`src/rtl/rdalign_pkg.sv`:
```
package rdalign_pkg;
  // Lane width and number of accepted two-byte sequences
  localparam int unsigned LANE_W = 8;
  localparam int unsigned PAIRS  = 2;

  // Index 0: sequence starting on an even column; index 1: odd column
  localparam logic [PAIRS-1:0][LANE_W-1:0] LEAD_BYTES  = {8'h55, 8'hAA};
  localparam logic [PAIRS-1:0][LANE_W-1:0] TRAIL_BYTES = {8'h66, 8'h99};
endpackage

```
`src/rtl/rdalign_pair_matcher.sv`:
```
module rdalign_pair_matcher #(
  parameter int unsigned DATA_W = rdalign_pkg::LANE_W,
  parameter int unsigned NPAIR  = rdalign_pkg::PAIRS,
  parameter logic [NPAIR-1:0][DATA_W-1:0] LEAD  = rdalign_pkg::LEAD_BYTES,
  parameter logic [NPAIR-1:0][DATA_W-1:0] TRAIL = rdalign_pkg::TRAIL_BYTES
) (
  input  logic              clk,
  input  logic              rst_n,
  input  logic [DATA_W-1:0] beat_data,
  input  logic              beat_valid,
  output logic              hit_o
);
  logic [NPAIR-1:0] armed_q;
  logic [NPAIR-1:0] lead_eq;
  logic [NPAIR-1:0] trail_eq;

  // One comparator pair per accepted sequence
  for (genvar p = 0; p < NPAIR; p++) begin : g_pair
    assign lead_eq[p]  = (beat_data == LEAD[p]);
    assign trail_eq[p] = (beat_data == TRAIL[p]);
  end

  // A second byte completes only the sequence whose first byte is pending
  assign hit_o = beat_valid && |(armed_q & trail_eq);

  // Pending first byte: updated only on samples; a non-matching
  // sample clears it unless it is itself a first byte
  always_ff @(posedge clk) begin
    if (!rst_n) begin
      armed_q <= '0;
    end else if (beat_valid) begin
      armed_q <= hit_o ? '0 : lead_eq;
    end
  end
endmodule

```
`src/rtl/rdalign_slot_counter.sv`:
```
module rdalign_slot_counter #(
  parameter int unsigned SLOT_W = 2
) (
  input  logic              clk,
  input  logic              rst_n,
  input  logic              hold_i,
  output logic [SLOT_W-1:0] slot_o
);
  logic [SLOT_W-1:0] slot_q;

  // Free-running per clock until held; wraps naturally at 2^SLOT_W
  always_ff @(posedge clk) begin
    if (!rst_n) begin
      slot_q <= '0;
    end else if (!hold_i) begin
      slot_q <= slot_q + 1'b1;
    end
  end

  assign slot_o = slot_q;
endmodule

```
`src/rtl/rdalign_result_hold.sv`:
```
module rdalign_result_hold #(
  parameter int unsigned SLOT_W = 2
) (
  input  logic              clk,
  input  logic              rst_n,
  input  logic              hit_i,
  input  logic [SLOT_W-1:0] slot_i,
  output logic [SLOT_W-1:0] align_o,
  output logic              done_o
);
  logic [SLOT_W-1:0] align_q;
  logic              done_q;

  // First match wins; later matches are ignored until reset
  always_ff @(posedge clk) begin
    if (!rst_n) begin
      align_q <= '0;
      done_q  <= 1'b0;
    end else if (hit_i && !done_q) begin
      align_q <= slot_i;
      done_q  <= 1'b1;
    end
  end

  assign align_o = align_q;
  assign done_o  = done_q;
endmodule

```
`src/rtl/rdalign_detect.sv`:
```
module rdalign_detect #(
  parameter int unsigned DATA_W = rdalign_pkg::LANE_W,
  parameter int unsigned SLOT_W = 2,
  parameter int unsigned NPAIR  = rdalign_pkg::PAIRS,
  parameter logic [NPAIR-1:0][DATA_W-1:0] LEAD  = rdalign_pkg::LEAD_BYTES,
  parameter logic [NPAIR-1:0][DATA_W-1:0] TRAIL = rdalign_pkg::TRAIL_BYTES
) (
  input  logic              clk,
  input  logic              rst_n,
  input  logic [DATA_W-1:0] rise_data_i,
  input  logic              rise_valid_i,
  output logic              rise_ready_o,
  output logic [SLOT_W-1:0] run_slot_o,
  output logic [SLOT_W-1:0] align_slot_o,
  output logic              cmp_done_o
);
  logic              hit;
  logic              done;
  logic [SLOT_W-1:0] slot;

  // Nothing is buffered, so every beat is taken
  assign rise_ready_o = 1'b1;

  rdalign_pair_matcher #(
    .DATA_W (DATA_W),
    .NPAIR  (NPAIR),
    .LEAD   (LEAD),
    .TRAIL  (TRAIL)
  ) u_match (
    .clk        (clk),
    .rst_n      (rst_n),
    .beat_data  (rise_data_i),
    .beat_valid (rise_valid_i),
    .hit_o      (hit)
  );

  // Counter stops on the match beat so it lands on the latched value
  rdalign_slot_counter #(
    .SLOT_W (SLOT_W)
  ) u_slot (
    .clk    (clk),
    .rst_n  (rst_n),
    .hold_i (done | hit),
    .slot_o (slot)
  );

  rdalign_result_hold #(
    .SLOT_W (SLOT_W)
  ) u_hold (
    .clk     (clk),
    .rst_n   (rst_n),
    .hit_i   (hit),
    .slot_i  (slot),
    .align_o (align_slot_o),
    .done_o  (done)
  );

  assign run_slot_o = slot;
  assign cmp_done_o = done;
endmodule

```
`config.mk`:
```
export PLATFORM = sky130hd
export DESIGN_NAME = rdalign_detect
export DESIGN_NICKNAME = d
export VERILOG_FILES = /design/src/rtl/rdalign_pkg.sv /design/src/rtl/rdalign_pair_matcher.sv /design/src/rtl/rdalign_slot_counter.sv /design/src/rtl/rdalign_result_hold.sv /design/src/rtl/rdalign_detect.sv
export SDC_FILE = /design/constraint.sdc
export NUM_CORES = 1
export LEC_CHECK = 0
export ABC_AREA = 1
export CORE_AREA = 3 3 40 42
export DETAILED_ROUTE_END_ITERATION = 16
export DIE_AREA = 0 0 43 45
export DONT_BUFFER_PORTS = 1
export GPL_TIMING_DRIVEN = 0
export PLACE_DENSITY = 0.47
export SKIP_CTS_REPAIR_TIMING = 1
export SLEW_MARGIN = 15
export SYNTH_ARGS = -nofsm -noshare
export SYNTH_HDL_FRONTEND = slang
export SYNTH_SLANG_ARGS = --single-unit
```
`constraint.sdc`:
```
create_clock -name clk -period 1.6 [get_ports clk]
set_clock_uncertainty 0.2 [all_clocks]
set_input_delay 0.16 -clock clk [delete_from_list [all_inputs] [get_ports clk]]
set_output_delay 0.16 -clock clk [all_outputs]
set_load 0.01 [all_outputs]
```
==> results <==
- The dominant combinational cell family by area after synthesis is simple AND/OR/NAND/NOR gates.
- The total iterations of the first detailed-routing run is 4.
- For met1 alone, demand over resource in global routing was a little over a tenth.
- The reported leakage power is 0.2451 nW.
- The sequential area share after synthesis is 36.01%.
- Max-cap violations in this run came to 0.
- Clock tree synthesis inserted a total of 3 buffers.
- The final number of setup-violating endpoints is 0.
- The min-delay analysis places its worst path in the category input port to flop.
- In the finished design, the share of the clock period the worst path needs comes to 90.52%.
- The number of inserted filler cells in the final layout is 150.
- The residual overflow from global routing is 0.
- The number of placed instances with taps included is 78.
- The routed via count divided by cell count is 4.220.
- The setup slack of the critical path after layout is 151.7 ps.
- met2 is the most crowded layer.
- The row count is 13.
- At the later pin of the worst-skew pair, clock insertion delay measures ~250 ps.
- The proportion of layout cells with a drive suffix above 1 is around a tenth.
- The final number of max-transition violations was 0.
- The required time of the critical path is 1540 ps.
- The DRC marker count from the first detailed-route iteration is 6.
- The worst-case hold slack is -26.90 ps.
- The cell sitting at the root of the clock tree is a clkbuf_4.
- The post-route cell area is about 520 um^2.
- The kind of end point of the critical path is a flop.
- The post-layout instance count excluding filler cells is 91.
- Of the total synthesized cell area, the portion taken by XOR and XNOR cells is 0%.
- CTS built an H-tree with a depth of 1.
- The flow ran to the end, but the final reports show violations.
- After detailed routing, the number of remaining DRC violations is 0.
- From synthesis to final layout, the design area changed by 34.73%.
- 17 I/O pins were placed.
- The number of I/O port buffers is 0.
- For met3 alone, demand over resource in global routing was 3.187%.
- The per-instance average area after synthesis is around 6 um^2.
- At the end of routability-driven placement, the weighted congestion stood at 0.6962.
- In this run the power density over the cells is 755.8 nW/um^2.
- The share of the synthesized area in compound gates (AO/OA/AOI/OAI) is 7.717%.
- After clock tree synthesis, the clock-pin slew on the worst setup and hold paths is 50 ps.
- The area of the core is 1285 um^2.
- After synthesis the cells add up to 389.1 um^2.
- The half-perimeter wire length of the detailed placement result is between 600 and 700 um.
- After synthesis, the share of cell area in mux cells is 0%.
- The total wirelength of the detailed-routed design is 846 um.
- The number of antenna violations at the first check in global routing came to 0.
- The wire length of the first global-routing pass is 1255 um.
- The maximum number of pins on one net before global-route repair is 8.
- The die is 45 um tall.
- The wire length per cell after detailed routing is 9.297 um.
- CTS saw 7 sinks.
- The count of nets left with antenna violations once routing finished came out at 0.
- The number of antenna diodes in the final layout is 0.
- The checks that failed: negative hold slack.
- The type of the worst setup path is input port to flop.
- The minimum clock period after layout is 1448 ps.
- For this run, the total global-route usage over all layers was measured as 8.855%.
- The total power after layout is 396.2 uW.
- The deepest clock path buffer count is 2.
- The number of nets produced by synthesis is 74.
- In this run the horizontal extent of the chip is 43 um.
- The number of warnings reported in the yosys synthesis log is 0.
- STA puts the critical path data arrival time at 1390 ps.
- The net count of the finished layout is 88.
- The pre-CTS setup slack is roughly 350 ps.
- The number of global-route vias before repair is 322.
- Setup repair after global routing left no endpoint under its margin.
- The post-synthesis cell count is 63.
- The final-report hold violation count is 1.
- The largest fanout of any net on the critical path is 5.
- The worst setup path is launched from an input port.
- The post-synthesis sequential element count is 7.
- Static timing analysis puts the maximum clock frequency at around 700 MHz.
- The die covers 1935 um^2.
- The setup TNS is 0 ps.
- For this run, global-route usage on met2 was measured as about an eighth.
- The adder-cell share of the synthesized area is 0%.
- The effective utilization at floorplan is a little under a third.
- TritonCTS built the clock tree.
- The number of distinct library cells after synthesis is 14.
- VDD sags by at most 314.3 uV.
- Summing the areas of all and, or, nand and nor instances in the mapped netlist gives a little over two fifths of the synthesized area.
- The total number of vias is roughly 380.
- Summing all placed instances gives a cell area of around 410 um^2.
-- layout by cell type (no fill, tap or decap) --
cell type | Yosys | layout
nor3_1 | 1 | 1
buf_4 | 1 | 1
nor3_2 | 1 | 1
clkbuf_1 | 0 | 1
a21oi_1 | 5 | 5
dfxtp_1 | 7 | 7
dlygate4sd3_1 | 0 | 9
nand3_2 | 1 | 1
o21ai_0 | 1 | 1
conb_1 | 1 | 1
nand2_1 | 17 | 17
nand4_1 | 2 | 2
clkbuf_4 | 0 | 3
nand3_1 | 3 | 3
nor2_1 | 9 | 9
inv_1 | 12 | 12
nand2_2 | 2 | 2
-- synthesized netlist by cell type (all sizes together) --
master  count  area, um^2
nor3        2       15.01
conb        1       3.750
nor2        9       33.78
nand4       2       12.51
o21ai       1       5.000
nand3       4       25.02
nand2      19       76.32
a21oi       5       25.02
buf         1       7.510
inv        12       45.04
dfxtp       7       140.1
-- through the flow --
stage	hold slack, ps	util [%]
after global routing	16.27	40.80
after detailed placement	61.97	31.74
after CTS	-209.1	33.79
final	-26.90	40.80
after global placement	60.34	31.74
after floorplan	53.46	-
-- cell families (layout without fill, tap and decap cells) --
logic type	after synthesis	in the layout
AOI/OAI and AO/OA	6	6
buffers and inverters	13	26
and+or+nand+nor	36	36
other	1	1
DFF	7	7
-- worst max-delay path, cell delays in order --
cell	delay, ps
dlygate4sd3_1	550
nor3_2	210
nand2_1	90
nand2_2	90
nand2_2	80
a21oi_1	140
nor2_1	60
-- metal layers --
metal / vias up / wire length, um / part of all wire (%)
li1: 219 / - / -
met1: 156 / 369 / 44
met2: 9 / 397 / 47
met3: 0 / 79 / 9.3
met4: 0 / 0 / 0
met5: - / 0 / 0
-- registers in the layout, indices dropped and copies added (netlist names) --
register and cells:
u_hold.align_o 2, u_hold.done_o 1, u_match.armed_q 2, u_slot.slot_o 2
-- report_power, final --
group | leakage [nW] | switching [mW] | internal [mW]
clock network | 0.0150 | 0.0672 | 0.0953
logic | 0.173 | 0.0221 | 0.0250
registers | 0.0571 | 0.00663 | 0.180
total | 0.245 | 0.0960 | 0.300
-- path summary, 6_finish.rpt --
path	startpoint	slack, ps	end	cells past startpoint
max	rise_data_i[6]	150	u_slot.slot_o[1]$_SDFFE_PN0N_	7
min reg2reg	u_match.armed_q[1]$_SDFFE_PN0P_	270	u_match.armed_q[1]$_SDFFE_PN0P_	2
max reg2reg	u_match.armed_q[1]$_SDFFE_PN0P_	350	u_slot.slot_o[1]$_SDFFE_PN0N_	7
min	rise_data_i[4]	-30	u_match.armed_q[0]$_SDFFE_PN0P_	5
-- cell type report --
class	instances	area, um^2	share of cell area [%]
plain buffers	1	7.507	1.432
clock buffers	4	26.28	5.012
inverters	12	45.04	8.592
multi-input cells	43	196.4	37.47
flip-flops and latches	7	140.1	26.73
well taps	15	18.77	3.580
repair buffers	9	90.09	17.18
(Power assumes the default switching activity.)
